==> config.mk <==
export PLATFORM = sky130hd
export DESIGN_NAME = mu_regblk
export DESIGN_NICKNAME = d
export VERILOG_FILES = /design/src/rtl/mu_pkg.sv /design/src/rtl/mu_rst_sync.sv /design/src/rtl/mu_bus_decode.sv /design/src/rtl/mu_rx_fifo.sv /design/src/rtl/mu_irq_ctrl.sv /design/src/rtl/mu_tx_port.sv /design/src/rtl/mu_regblk.sv
export SDC_FILE = /design/constraint.sdc
export NUM_CORES = 1
export LEC_CHECK = 0
export ABC_AREA = 1
export BUFFER_PORTS_ARGS = -buffer_cell sky130_fd_sc_hd__buf_2
export CAP_MARGIN = 40
export CORE_ASPECT_RATIO = 0.8
export CORE_MARGIN = 2
export CORE_UTILIZATION = 45
export CTS_BUF_LIST = sky130_fd_sc_hd__clkbuf_2 sky130_fd_sc_hd__clkbuf_4 sky130_fd_sc_hd__clkbuf_8
export DETAILED_ROUTE_END_ITERATION = 6
export PLACE_DENSITY = 0.76
export SLEW_MARGIN = 20
export SYNTH_ARGS = -nofsm -noshare
export SYNTH_HDL_FRONTEND = slang
export SYNTH_SLANG_ARGS = --single-unit
export TNS_END_PERCENT = 30
==> constraint.sdc <==
create_clock -name clk -period 1.96 [get_ports clk]
set_input_delay 0.294 -clock clk [delete_from_list [all_inputs] [get_ports clk]]
set_output_delay 0.294 -clock clk [all_outputs]
set_load 0.05 [all_outputs]
==> src/rtl/mu_pkg.sv <==
package mu_pkg;

  // Register offsets (byte addresses inside the 0x100 window)
  localparam int unsigned OFS_SUM   = 'h00;
  localparam int unsigned OFS_ENA   = 'h04;
  localparam int unsigned OFS_DATA  = 'h40;
  localparam int unsigned OFS_IEN   = 'h44;
  localparam int unsigned OFS_IID   = 'h48;
  localparam int unsigned OFS_LSTAT = 'h54;
  localparam int unsigned OFS_XCTL  = 'h60;
  localparam int unsigned OFS_XSTAT = 'h64;

  // Constant parts of read values
  localparam int unsigned RD_FIFO_ON  = 'hC0;
  localparam int unsigned RD_LSTAT    = 'h60;
  localparam int unsigned RD_XCTL     = 'h3;
  localparam int unsigned RD_ENA      = 'h1;
  localparam int unsigned RD_XSTAT    = 'h30E;
  localparam int unsigned XSTAT_FILL_LSB = 16;

  // Enable bit positions
  localparam int unsigned IEN_RX = 0;
  localparam int unsigned IEN_TX = 1;
  // Flush command bit in the identification register
  localparam int unsigned IID_FLUSH = 1;

  typedef enum logic [3:0] {
    RSEL_NONE,
    RSEL_SUM,
    RSEL_ENA,
    RSEL_DATA,
    RSEL_IEN,
    RSEL_IID,
    RSEL_LSTAT,
    RSEL_XCTL,
    RSEL_XSTAT
  } mu_rsel_e;

  typedef struct packed {
    logic data_rd;
    logic data_wr;
    logic ien_wr;
    logic flush;
  } mu_strobe_t;

endpackage

==> src/rtl/mu_rst_sync.sv <==
module mu_rst_sync (
  input  logic clk,
  input  logic rst_n,
  output logic rst_sync_n
);

  logic [1:0] stage_q;

  always_ff @(posedge clk or negedge rst_n) begin
    if (!rst_n) begin
      stage_q <= 2'b00;
    end else begin
      stage_q <= {stage_q[0], 1'b1};
    end
  end

  assign rst_sync_n = stage_q[1];

endmodule

==> src/rtl/mu_bus_decode.sv <==
module mu_bus_decode
  import mu_pkg::*;
#(
  parameter int unsigned ADDR_W = 8,
  parameter int unsigned DATA_W = 32
) (
  input  logic              bus_sel,
  input  logic              bus_wr,
  input  logic [ADDR_W-1:0] bus_addr,
  input  logic [DATA_W-1:0] bus_wdata,
  output mu_rsel_e          rsel,
  output mu_strobe_t        strobe
);

  always_comb begin
    rsel   = RSEL_NONE;
    strobe = '0;
    if (bus_sel) begin
      if (bus_addr == ADDR_W'(OFS_SUM))   rsel = RSEL_SUM;
      if (bus_addr == ADDR_W'(OFS_ENA))   rsel = RSEL_ENA;
      if (bus_addr == ADDR_W'(OFS_DATA))  rsel = RSEL_DATA;
      if (bus_addr == ADDR_W'(OFS_IEN))   rsel = RSEL_IEN;
      if (bus_addr == ADDR_W'(OFS_IID))   rsel = RSEL_IID;
      if (bus_addr == ADDR_W'(OFS_LSTAT)) rsel = RSEL_LSTAT;
      if (bus_addr == ADDR_W'(OFS_XCTL))  rsel = RSEL_XCTL;
      if (bus_addr == ADDR_W'(OFS_XSTAT)) rsel = RSEL_XSTAT;
      if (bus_wr) begin
        strobe.data_wr = (rsel == RSEL_DATA);
        strobe.ien_wr  = (rsel == RSEL_IEN);
        strobe.flush   = (rsel == RSEL_IID) && bus_wdata[IID_FLUSH];
        rsel           = RSEL_NONE;
      end else begin
        strobe.data_rd = (rsel == RSEL_DATA);
      end
    end
  end

endmodule

==> src/rtl/mu_rx_fifo.sv <==
module mu_rx_fifo #(
  parameter int unsigned DEPTH  = 8,
  parameter int unsigned BYTE_W = 8,
  localparam int unsigned PTR_W = (DEPTH > 1) ? $clog2(DEPTH) : 1,
  localparam int unsigned CNT_W = $clog2(DEPTH + 1)
) (
  input  logic              clk,
  input  logic              rst_n,
  input  logic              in_valid,
  input  logic [BYTE_W-1:0] in_byte,
  output logic              in_ready,
  input  logic              pop_req,
  input  logic              flush,
  output logic [BYTE_W-1:0] head_byte,
  output logic [CNT_W-1:0]  fill
);

  logic [BYTE_W-1:0] mem_q [DEPTH];
  logic [PTR_W-1:0]  rd_ptr_q, rd_ptr_d;
  logic [CNT_W-1:0]  cnt_q, cnt_d;
  logic [PTR_W:0]    slot_sum;
  logic [PTR_W-1:0]  wr_slot;
  logic              push, pop;

  assign in_ready = (cnt_q < CNT_W'(DEPTH));
  assign push     = in_valid && in_ready && !flush;
  assign pop      = pop_req && (cnt_q != '0);

  // Write slot: (read position + count) modulo DEPTH
  assign slot_sum = {1'b0, rd_ptr_q} + {1'b0, cnt_q[PTR_W-1:0]};
  assign wr_slot  = (slot_sum >= (PTR_W+1)'(DEPTH)) ?
                    PTR_W'(slot_sum - (PTR_W+1)'(DEPTH)) : PTR_W'(slot_sum);

  always_comb begin
    rd_ptr_d = rd_ptr_q;
    cnt_d    = cnt_q;
    if (flush) begin
      cnt_d = '0;
    end else begin
      if (pop) begin
        rd_ptr_d = (rd_ptr_q == PTR_W'(DEPTH - 1)) ? '0 : rd_ptr_q + 1'b1;
      end
      case ({push, pop})
        2'b10:   cnt_d = cnt_q + 1'b1;
        2'b01:   cnt_d = cnt_q - 1'b1;
        default: cnt_d = cnt_q;
      endcase
    end
  end

  always_ff @(posedge clk or negedge rst_n) begin
    if (!rst_n) begin
      rd_ptr_q <= '0;
      cnt_q    <= '0;
    end else begin
      rd_ptr_q <= rd_ptr_d;
      cnt_q    <= cnt_d;
    end
  end

  // Storage carries no reset; only the write enable gates it
  always_ff @(posedge clk) begin
    if (push) begin
      mem_q[wr_slot] <= in_byte;
    end
  end

  assign head_byte = mem_q[rd_ptr_q];
  assign fill      = cnt_q;

endmodule

==> src/rtl/mu_irq_ctrl.sv <==
module mu_irq_ctrl
  import mu_pkg::*;
(
  input  logic       clk,
  input  logic       rst_n,
  input  logic       ien_wr,
  input  logic [1:0] ien_wdata,
  input  logic       rx_has_data,
  output logic [1:0] ien,
  output logic       irq
);

  logic [1:0] ien_q, ien_d;

  always_comb begin
    ien_d = ien_q;
    if (ien_wr) begin
      ien_d = ien_wdata;
    end
  end

  always_ff @(posedge clk or negedge rst_n) begin
    if (!rst_n) begin
      ien_q <= '0;
    end else begin
      ien_q <= ien_d;
    end
  end

  // Transmit side is always drained, so its source is level-true
  assign irq = ien_q[IEN_TX] || (ien_q[IEN_RX] && rx_has_data);
  assign ien = ien_q;

endmodule

==> src/rtl/mu_tx_port.sv <==
module mu_tx_port #(
  parameter int unsigned BYTE_W = 8
) (
  input  logic              clk,
  input  logic              rst_n,
  input  logic              send,
  input  logic [BYTE_W-1:0] send_byte,
  output logic              tx_valid,
  output logic [BYTE_W-1:0] tx_byte
);

  logic              valid_q, valid_d;
  logic [BYTE_W-1:0] byte_q, byte_d;

  always_comb begin
    valid_d = send;
    byte_d  = byte_q;
    if (send) begin
      byte_d = send_byte;
    end
  end

  always_ff @(posedge clk or negedge rst_n) begin
    if (!rst_n) begin
      valid_q <= 1'b0;
      byte_q  <= '0;
    end else begin
      valid_q <= valid_d;
      byte_q  <= byte_d;
    end
  end

  assign tx_valid = valid_q;
  assign tx_byte  = byte_q;

endmodule

==> src/rtl/mu_regblk.sv <==
module mu_regblk
  import mu_pkg::*;
#(
  parameter int unsigned DEPTH  = 8,
  parameter int unsigned ADDR_W = 8,
  parameter int unsigned DATA_W = 32,
  parameter int unsigned BYTE_W = 8
) (
  input  logic              clk,
  input  logic              rst_n,
  input  logic              bus_sel,
  input  logic              bus_wr,
  input  logic [ADDR_W-1:0] bus_addr,
  input  logic [DATA_W-1:0] bus_wdata,
  output logic [DATA_W-1:0] bus_rdata,
  input  logic              rx_valid,
  input  logic [BYTE_W-1:0] rx_byte,
  output logic              rx_ready,
  output logic              tx_valid,
  output logic [BYTE_W-1:0] tx_byte,
  output logic              irq
);

  localparam int unsigned CNT_W = $clog2(DEPTH + 1);

  logic              rst_sync_n;
  mu_rsel_e          rsel;
  mu_strobe_t        strobe;
  logic [BYTE_W-1:0] head_byte;
  logic [CNT_W-1:0]  fill;
  logic              has_data;
  logic [1:0]        ier_bits;
  logic [DATA_W-1:0] rdata_d;

  mu_rst_sync u_rst (
    .clk        (clk),
    .rst_n      (rst_n),
    .rst_sync_n (rst_sync_n)
  );

  mu_bus_decode #(.ADDR_W(ADDR_W), .DATA_W(DATA_W)) u_dec (
    .bus_sel   (bus_sel),
    .bus_wr    (bus_wr),
    .bus_addr  (bus_addr),
    .bus_wdata (bus_wdata),
    .rsel      (rsel),
    .strobe    (strobe)
  );

  mu_rx_fifo #(.DEPTH(DEPTH), .BYTE_W(BYTE_W)) u_fifo (
    .clk       (clk),
    .rst_n     (rst_sync_n),
    .in_valid  (rx_valid),
    .in_byte   (rx_byte),
    .in_ready  (rx_ready),
    .pop_req   (strobe.data_rd),
    .flush     (strobe.flush),
    .head_byte (head_byte),
    .fill      (fill)
  );

  assign has_data = (fill != '0);

  mu_irq_ctrl u_irq (
    .clk         (clk),
    .rst_n       (rst_sync_n),
    .ien_wr      (strobe.ien_wr),
    .ien_wdata   (bus_wdata[1:0]),
    .rx_has_data (has_data),
    .ien         (ier_bits),
    .irq         (irq)
  );

  mu_tx_port #(.BYTE_W(BYTE_W)) u_tx (
    .clk       (clk),
    .rst_n     (rst_sync_n),
    .send      (strobe.data_wr),
    .send_byte (bus_wdata[BYTE_W-1:0]),
    .tx_valid  (tx_valid),
    .tx_byte   (tx_byte)
  );

  // Read multiplexer
  always_comb begin
    rdata_d = '0;
    unique case (rsel)
      RSEL_SUM:   rdata_d = DATA_W'(irq);
      RSEL_ENA:   rdata_d = DATA_W'(RD_ENA);
      RSEL_DATA:  rdata_d = DATA_W'(head_byte);
      RSEL_IEN:   rdata_d = DATA_W'(RD_FIFO_ON) | DATA_W'(ier_bits);
      RSEL_IID:   rdata_d = DATA_W'(RD_FIFO_ON)
                          | (has_data ? DATA_W'(4) : DATA_W'(2))
                          | DATA_W'(!irq);
      RSEL_LSTAT: rdata_d = DATA_W'(RD_LSTAT) | DATA_W'(has_data);
      RSEL_XCTL:  rdata_d = DATA_W'(RD_XCTL);
      RSEL_XSTAT: begin
        rdata_d = DATA_W'(RD_XSTAT);
        if (has_data) begin
          rdata_d = rdata_d | DATA_W'(1) | (DATA_W'(fill) << XSTAT_FILL_LSB);
        end
      end
      default:    rdata_d = '0;
    endcase
  end

  assign bus_rdata = rdata_d;

endmodule

==> results.ini, run 1 <==
[grt]
gr-total-overflow=0
grt_pass1_vias=3527
gr-usage-all-layers_pct=21.84
grt_max_degree=27
antenna_found_initial=0
grt_pass1_wl_um=17310

[timing]
tightest_slew_ns=0.7492
max_freq_mhz=427.6
hold_violations=0
setup_viol=82
rsz0062_at_grt=true
hold_slack_ns=0.1274
min_period_over_period_pct=119.3
slew_headroom_pct=50.05
fin_skew_ns=0.01558
setup_ws_ns=-0.3786
slew_violations=0
post-route-min-period_ns=2.339
timing.setup.tns_ns=-10.00

[floorplanning]
num_rows=31
io_pins=96
fp.coreArea_mm2=0.009076
die-area_mm2=0.01019
die_h_um=90.70
die_x_um=112.4
start_util_pct=46.58

[drt]
detail-route-antenna-nets=0
routedWlPerCell_um=17.77
drt_iter0_drc=353
wl_um=12600
vias_per_cell=5.491
drc=0
drtPass1Iterations=5
via_count=3893

[synthesis]
ys_async_sr_fraction_pct=23.81
synth_ff_type=edfxtp_1
synth.most_common_cell=nand2_1
seq_area_frac_synth_pct=57.30
yosys-top-cells-area=edfxtp_1 (45%), dfrtp_1 (12%), nand2_1 (11%), nor2_1 (5.9%), buf_4 (3.4%)
synth_top_area_share_pct=45.46
synth-edff-count=64
synth_area_leader_cell=edfxtp_1
synth_seq_cells=84
synth_area_mm2=0.004228
ys_types=38
yosys_warnings=0
postSynthCellCount=449
synth_commonest_cells=nand2_1 (121), nor2_1 (66), edfxtp_1 (64), inv_1 (26), nand3_1 (21)
syn_area_per_cell_um2=9.416

[clock_tree]
cts_buffer_depth=2
cts_root_buf=clkbuf_8
cts_buffers=9
htreeDepth=3
cts_tree=built
clk_pin_slew_ns=0.09
cts_sinks=84
insertion_delay_ns=0.38

[pwr]
power_frac_seq_pct=44.8
vdd_ir_drop_max_mv=0.4861
powerDensity_mw_per_mm2=860.6
pwr-share-comb_pct=32.8
power_switching_mw=1.858
intPower_mw=3.386
clkPwrFrac_pct=22.4
p_leak_nw=2.756
total_power_mw=5.244
power.share.switching_pct=35.44

[setup_path]
crit_family=simple AND/OR/NAND/NOR gates
max_stage_delay_ns=0.20
worst-path-max-fanout=3
cp.arrival_ns=2.04
crit_buf_inv=5
cp_cell_sequence=buf_4 -> nor2_4 -> buf_4 -> nand2_2 -> buf_4 -> nor2_1 -> nor2_1 -> nand2_1 -> nor2_1 -> nand2_1 -> inv_1 -> nor2_2 -> nand3_2 -> buf_6
crit_type=in2out
worst_path_max_delay_cell=nor2_2
required_ns=1.67
end_kind=primary output
critPathLaunchType=primary input

[status]
violations=setup timing
status=finished, violations left

[job]
max_cap_viol_count=0

[place]
io_buffers=53
hpwl_um=7121
globalplace.congestion=0.7937
dp.cells=662

[min_path]
hold_class=in2reg

[layout]
final_nets=649
drive_above_1_share_pct=47.98
stdcell_count=709
num_antenna_cells=0
area_growth_pct=44.13
utilization_pct=67.14

power groups by stage:
stage               Sequential [mW]  Clock (mW)  Combinational (mW)
finish                         2.35        1.17                1.72
global route                   2.37        1.26                1.83
CTS                            2.34        1.18                1.41
detailed placement             2.37           0                1.25
global placement               2.36           0                1.19
floorplan                      2.39           0               0.712
layout make-up:
type                    count  area [um2]
repair buffers            143        1200
fillers                   597        2983
well taps                 115       143.9
clock inverters             7       58.81
clock buffers               9       123.9
flip-flops and latches     84        2424
inverters                  35       151.4
multi-input cells         316        1992
sequential cells by signal, summed over array words and instances, names as in the netlist:
| signal | count |
|---|---|
| u_fifo.mem_q | 64 |
| u_tx.tx_byte | 8 |
| u_fifo.fill | 4 |
| u_fifo.rd_ptr_q | 3 |
| u_irq.ien | 2 |
| u_rst.stage_q | 2 |
| u_tx.tx_valid | 1 |
final timing paths:
kind	startpoint	to	slack, ns	cells after the start
setup / recovery	bus_addr[1]	bus_rdata[6]	-0.38	14
hold / removal	bus_wdata[3]	u_tx.tx_byte[3]$_DFFE_PN0P_	0.13	3
setup reg to reg	u_fifo.rd_ptr_q[0]$_DFFE_PN0P_	u_fifo.mem_q[5][2]$_DFFE_PP_	-0.13	8
hold reg to reg	u_rst.stage_q[1]$_DFF_PN0_	u_fifo.fill[1]$_DFFE_PN0P_	0.31	0
max in group asynchronous	u_rst.stage_q[1]$_DFF_PN0_	u_fifo.rd_ptr_q[0]$_DFFE_PN0P_	1.13	0
min in group asynchronous	rst_n	u_rst.stage_q[0]$_DFF_PN0_	0.24	2
layer usage:
| layer | share of wire [%] | wire length [um] | vias up | GRT usage, % |
|---|---|---|---|---|
| met1 | 39 | 4872 | 1884 | 28.70 |
| met4 | 3.7 | 467 | 0 | 9.045 |
| li1 | - | - | 1736 | - |
| met3 | 7.3 | 920 | 49 | 4.497 |
| met2 | 50 | 6335 | 224 | 35.44 |
| met5 | 0 | 0 | - | 0 |
what timing repair did:
item,4_1_cts,5_1_grt
endpoints found under the hold margin,2,0
hold buffers,1,0
endpoints found under the setup margin,73,91
setup buffers,21,9
resized for setup,73,115
gates cloned,0,1
pin swaps,30,45
worst register-to-register path, cell delays in order (launching register included):
cell,delay [ns]
dfrtp_2,0.47
buf_6,0.14
ha_2,0.17
fa_2,0.38
xor2_4,0.18
inv_2,0.10
nand2_2,0.09
nor2_2,0.11
buf_6,0.17
per-stage QoR:
step | worst slack (ns) | area [um2]
finish | -0.3786 | 6093
global route | -0.4539 | 6093
CTS | -0.1847 | 5633
detailed placement | -0.3184 | 5032
global placement | -0.2269 | 5032
floorplan | -0.2383 | 4334
cells in the final DEF, fill, tap and decap left out, types with 12 or more instances in the layout:
| cell type | instances |
|---|---|
| nor2_4 | 18 |
| buf_2 | 34 |
| nand2_1 | 92 |
| buf_6 | 27 |
| nand3_1 | 13 |
| edfxtp_1 | 64 |
| inv_2 | 12 |
| conb_1 | 19 |
| nor2_1 | 38 |
| nor2_2 | 17 |
| dfrtp_1 | 19 |
| buf_4 | 70 |
| inv_1 | 17 |
| nand2_4 | 13 |
| a21oi_1 | 13 |
| nand2_2 | 26 |
cell families after synthesis:
group	share of synthesized area [%]
XOR/XNOR	0.8288
adder cells (fa/ha/maj)	2.427
flip-flops	57.29
buffers and inverters	7.695
AO/OA/AOI/OAI	6.718
other	0.1776
AND/OR/NAND/NOR	24.86
No activity file was read; power rests on OpenSTA's default activity.
==> run 2, diff against run 1 <==
Settings changed: CORE_ASPECT_RATIO 0.8 to 1.2.
==> results.ini, run 2 (same netlist as run 1, synthesis figures left out) <==
[clock_tree]
cts_root_buf=clkbuf_8
cts_sinks=84  ; unchanged
clk_pin_slew_ns=0.09  ; about the same
cts_buffers=9  ; unchanged
cts_buffer_depth=2  ; unchanged
htreeDepth=3  ; unchanged
cts_tree=built
insertion_delay_ns=0.36  ; -0.02 ns

[layout]
utilization_pct=62.11  ; -5.0 points
area_growth_pct=33.41
final_common_cell=nand2_1
num_antenna_cells=0  ; unchanged
final_nets=618  ; -4.8%
final_cell_mix=nand2_1 (107), edfxtp_1 (64), nor2_1 (49)
fillCellCount=695  ; +16%
drive_above_1_share_pct=38.19  ; -9.8 points
final_area_mm2=0.005640  ; -7.4%
largest_reg_flops=64  ; unchanged
top_register=u_fifo.mem_q

[pwr]
p_leak_nw=2.547  ; -7.6%
vdd_ir_drop_max_mv=0.5431  ; +12%
total_power_mw=5.205  ; -0.74%
powerDensity_mw_per_mm2=922.8  ; +7.2%

[setup_path]
crit_type=reg2out
critPathLaunchType=register
cp.arrival_ns=1.90  ; -0.14 ns
worst-path-max-fanout=9  ; +6
end_kind=primary output
r2r_slack_ns=-0.16  ; -0.03 ns
required_ns=1.67  ; about the same
crit_path_start=u_fifo.rd_ptr_q[0]$_DFFE_PN0P_
reg2reg_depth=8  ; unchanged
r2r_start=u_fifo.rd_ptr_q[0]$_DFFE_PN0P_
endpoint=bus_rdata[2]
r2r-end=u_fifo.mem_q[7][4]$_DFFE_PP_

[grt]
grt_pass1_vias=3475  ; -1.5%
grt_pass1_wl_um=16050  ; -7.3%
antenna_found_initial=0  ; unchanged
grt_max_degree=28  ; +3.7%
gr-usage-all-layers_pct=20.77  ; -1.1 points
gr-total-overflow=0  ; unchanged

[drt]
detail-route-antenna-nets=0  ; unchanged
via_count=3570  ; -8.3%
drt_iter0_drc=186  ; -47%
drc=0  ; unchanged
drtPass1Iterations=7  ; +2
wl_um=10710  ; -15%
vias_per_cell=5.227  ; -4.8%
routedWlPerCell_um=15.68  ; -12%

[place]
placed_area_mm2=0.004969  ; -1.3%
post-place-ws_ns=-0.2578  ; +0.06060 ns
globalplace.congestion=0.8356  ; +5.3%
io_buffers=53  ; unchanged
hpwl_um=6840  ; -3.9%

[timing]
setup_viol=72  ; -12%
setup_ws_ns=-0.2299  ; +0.1487 ns
slew_headroom_pct=53.08  ; +3.0 points
post-route-min-period_ns=2.190  ; -0.1487 ns
hold_violations=0  ; unchanged
max_freq_mhz=456.6  ; +6.8%
tightest_slew_ns=0.7038  ; -0.04549 ns
fin_skew_ns=0.008832  ; -0.006751 ns
slew_violations=0  ; unchanged
rsz0062_at_grt=true
timing.setup.tns_ns=-9.348  ; +0.6550 ns
min_period_over_period_pct=111.7  ; -7.6 points

[min_path]
hold_class=in2reg

[floorplanning]
die_x_um=92.49  ; -18%
start_util_pct=46.56  ; about the same
io_pins=96  ; unchanged
num_rows=38  ; +23%
die-area_mm2=0.01019  ; about the same
fp.coreArea_mm2=0.009081  ; about the same
die_h_um=110.2  ; +21%

[status]
status=finished, violations left
violations=setup timing

[job]
max_cap_viol_count=0  ; unchanged

## run 2: changes by cell type in the layout (fill, tap and decap cells not counted), sizes merged
cell / delta
inv: -1
clkbuf: +2
buf: -33
clkinv: +1
bufinv: +1
clkinvlp: -1
## run 2: final cells by class
cell class                 count  area (um2)  area share, %
inverter                      35       145.1          2.573
clock buffer                   9       123.9          2.196
timing repair buffer         112       922.1          16.35
multi-input combinational    316        1800          31.92
clock inverter                 7       75.07          1.331
sequential                    84        2424          42.97
tap                          120       150.1          2.662
## run 2: report_power, final
| part | internal, mW | leakage (nW) | switching [mW] |
|---|---|---|---|
| Combinational | 0.606 | 1.62 | 1.02 |
| Sequential | 2.24 | 0.832 | 0.0942 |
| Clock | 0.597 | 0.0992 | 0.646 |
| Total | 3.45 | 2.55 | 1.76 |
## run 2: how the worst min path moves through the flow
stage | from | endpoint | slack [ns] | depth (start not counted)
5_1_grt | bus_wdata[6] | u_tx.tx_byte[6]$_DFFE_PN0P_ | 0.14 | 3
4_1_cts | bus_wdata[5] | u_tx.tx_byte[5]$_DFFE_PN0P_ | 0.12 | 3
2_1_floorplan | rst_n | u_rst.stage_q[0]$_DFF_PN0_ | -0.002 | 0
6_report | bus_wdata[2] | u_tx.tx_byte[2]$_DFFE_PN0P_ | 0.14 | 3
3_5_place_dp | rst_n | u_rst.stage_q[0]$_DFF_PN0_ | 0.08 | 1
3_3_place_gp | rst_n | u_rst.stage_q[0]$_DFF_PN0_ | 0.08 | 1
## run 2: routing by layer
layer | vias to the layer above | share of wire (%) | global-route usage (%)
met4 | 0 | 3.5 | 12.37
met2 | 169 | 51 | 37.49
met1 | 1700 | 39 | 22.28
met3 | 33 | 6.4 | 4.759
li1 | 1668 | - | -
met5 | - | 0 | 0
## run 2: repair_timing
| action | in CTS | in global routing |
|---|---|---|
| resized for setup | 47 | 48 |
| pin swaps | 15 | 7 |
| buffers inserted | 5 | 3 |
| hold buffers | 1 | 0 |
| gates cloned | 1 | 1 |
| setup endpoints to repair | 69 | 80 |
| endpoints found under the hold margin | 2 | 0 |
## run 2: metrics by stage
| stage | cells | hold slack (ns) |
|---|---|---|
| floorplan | 466 | -0.001591 |
| CTS | 679 | 0.1221 |
| global placement | 656 | 0.08032 |
| detailed placement | 656 | 0.08331 |
| global route | 683 | 0.1436 |
| finish | 683 | 0.1365 |
## run 2: critical path, cell delays in order, from the launching register on
cell and delay (ns):
dfrtp_2 0.48, clkinv_4 0.09, buf_12 0.11, buf_16 0.12, nor2_1 0.04, o31ai_1 0.27
nand3_1 0.15, nand3_2 0.11, buf_6 0.16
==> run 3, diff against run 2 <==
Clock period 1.96 ns to 2.75 ns, I/O delays scaled along.
==> results.ini, run 3 (same netlist as run 1, synthesis figures left out) <==
[status]
status=completed

[drt]
via_count=3294  ; -7.7%
wl_um=9070  ; -15%
vias_per_cell=5.131  ; -1.8%
detail-route-antenna-nets=0  ; unchanged
drt_iter0_drc=208  ; +12%
drc=0  ; unchanged
routedWlPerCell_um=14.13  ; -9.9%
drtPass1Iterations=6  ; -1

[clock_tree]
cts_root_buf=clkbuf_8
cts_buffer_depth=2  ; unchanged
htreeDepth=3  ; unchanged
cts_sinks=84  ; unchanged
clk_pin_slew_ns=0.09  ; about the same
insertion_delay_ns=0.35  ; about the same
cts_tree=built
cts_buffers=9  ; unchanged

[timing]
slew_headroom_pct=53.69  ; +0.61 points
tightest_slew_ns=0.6947  ; -0.009103 ns
setup_ws_ns=0.2095  ; +0.4394 ns
rsz0062_at_grt=false
hold_violations=0  ; unchanged
max_freq_mhz=393.6
timing.setup.tns_ns=0  ; +9.348 ns
fin_skew_ns=0.009631  ; +0.0007994 ns
min_period_over_period_pct=92.38
slew_violations=0  ; unchanged
setup_viol=0  ; -100%
post-route-min-period_ns=2.541

[layout]
top_register=u_fifo.mem_q
num_antenna_cells=0  ; unchanged
fillCellCount=808  ; +16%
final_area_mm2=0.004876  ; -14%
stdcell_count=642  ; -6.0%
final_cell_mix=nand2_1 (121), nor2_1 (66), edfxtp_1 (64)
area_growth_pct=15.33
drive_above_1_share_pct=22.41  ; -16 points
final_nets=577  ; -6.6%
largest_reg_flops=64  ; unchanged
final_common_cell=nand2_1

[place]
dp.cells=623  ; -5.0%
hpwl_um=6414  ; -6.2%
post-place-ws_ns=0.2898  ; +0.5476 ns
placed_area_mm2=0.004648  ; -6.4%
globalplace.congestion=0.8853  ; +5.9%
io_buffers=53  ; unchanged

[grt]
antenna_found_initial=0  ; unchanged
gr-total-overflow=0  ; unchanged
grt_max_degree=35  ; +25%
grt_pass1_vias=3043  ; -12%
grt_pass1_wl_um=14430  ; -10%
gr-usage-all-layers_pct=18.65  ; -2.1 points

[floorplanning]
fp.coreArea_mm2=0.009081  ; unchanged
start_util_pct=46.56  ; unchanged
die_x_um=92.49  ; unchanged
die-area_mm2=0.01019  ; unchanged
num_rows=38  ; unchanged
die_h_um=110.2  ; unchanged
io_pins=96  ; unchanged

[setup_path]
max_stage_delay_ns=0.40  ; -0.08 ns
cp.arrival_ns=2.13  ; +0.23 ns
end_kind=primary output
critPathLaunchType=register
crit_path_start=u_fifo.rd_ptr_q[0]$_DFFE_PN0P_
worst_path_max_delay_cell=dfrtp_1
cpMostUsedCell=nand2_1
worst-path-max-fanout=34  ; +25
r2r_start=u_fifo.rd_ptr_q[0]$_DFFE_PN0P_
required_ns=2.34  ; +0.67 ns
r2r_slack_ns=0.30  ; +0.46 ns
crit_type=reg2out
cp_cell_sequence=buf_4 -> nand2_1 -> nand3_1 -> nand3_1 -> nand2_1 -> nand3_1 -> nand2_1 -> nor2_1 -> nand2_1 -> buf_2

[pwr]
clkPwrFrac_pct=26.5  ; +2.6 points
intPower_mw=2.244  ; -35%
p_leak_nw=2.267  ; -11%
vdd_ir_drop_max_mv=0.3557  ; -35%
powerDensity_mw_per_mm2=671.5  ; -27%
total_power_mw=3.274  ; -37%
power_switching_mw=1.030  ; -41%
power.share.switching_pct=31.45  ; -2.3 points
power_frac_seq_pct=51.4  ; +6.5 points
pwr-share-comb_pct=22.1  ; -9.1 points

[min_path]
hp-start=bus_wdata[4]
hold_class=in2reg

[job]
max_cap_viol_count=0  ; unchanged

[run 3: per-stage QoR]
stage	hold WS, ns	util, %
6_report	0.2551	53.69
5_1_grt	0.2460	53.69
4_1_cts	0.2415	53.49
3_5_place_dp	0.2037	51.18
3_3_place_gp	0.2010	50.88
2_1_floorplan	0.1169	-
[run 3: cell type report]
type,count,area (um2),share of cell area (%)
Clock buffer,9,123.9,2.540
Sequential cell,84,2422,49.68
Inverter,35,137.6,2.823
Timing Repair Buffer,71,422.9,8.673
Multi-Input combinational cell,316,1544,31.67
Tap cell,120,150.1,3.079
Clock inverter,7,75.07,1.540
[run 3: worst paths after layout]
kind	endpoint	cells past startpoint
hold reg to reg	u_fifo.fill[0]$_DFFE_PN0P_	0
setup reg to reg	u_fifo.mem_q[7][6]$_DFFE_PP_	8
max in group asynchronous	u_tx.tx_valid$_DFF_PN0_	0
min in group asynchronous	u_fifo.fill[0]$_DFFE_PN0P_	0
hold / removal	u_tx.tx_byte[4]$_DFFE_PN0P_	3
setup / recovery	bus_rdata[0]	10
[run 3: power groups by stage]
stage / registers, mW / logic [mW] / clock network, mW
6_report: 1.68 / 0.723 / 0.868
4_1_cts: 1.68 / 0.715 / 0.886
2_1_floorplan: 1.70 / 0.490 / 0
5_1_grt: 1.70 / 0.799 / 0.937
3_5_place_dp: 1.71 / 0.709 / 0
3_3_place_gp: 1.70 / 0.683 / 0
[run 3: routing by layer]
layer	GRT usage, %	routed length, um
met4	8.635	272
met5	0	0
met1	22.00	3589
met3	4.691	717
met2	32.22	4492
[run 3: worst max-delay path, delay by kind of cell, from the launching register on]
| kind | cells | cell delay (ns) |
|---|---|---|
| buf+inv | 2 | 0.63 |
| flops | 1 | 0.40 |
| simple gates | 8 | 0.74 |
[run 3: timing repair]
item | 4_1_cts | 5_1_grt
gates resized for setup | 0 | 1
setup buffers | 0 | 2
endpoints found under the setup margin | 0 | 1
hold buffers | 1 | 0
hold endpoints to repair | 2 | 0
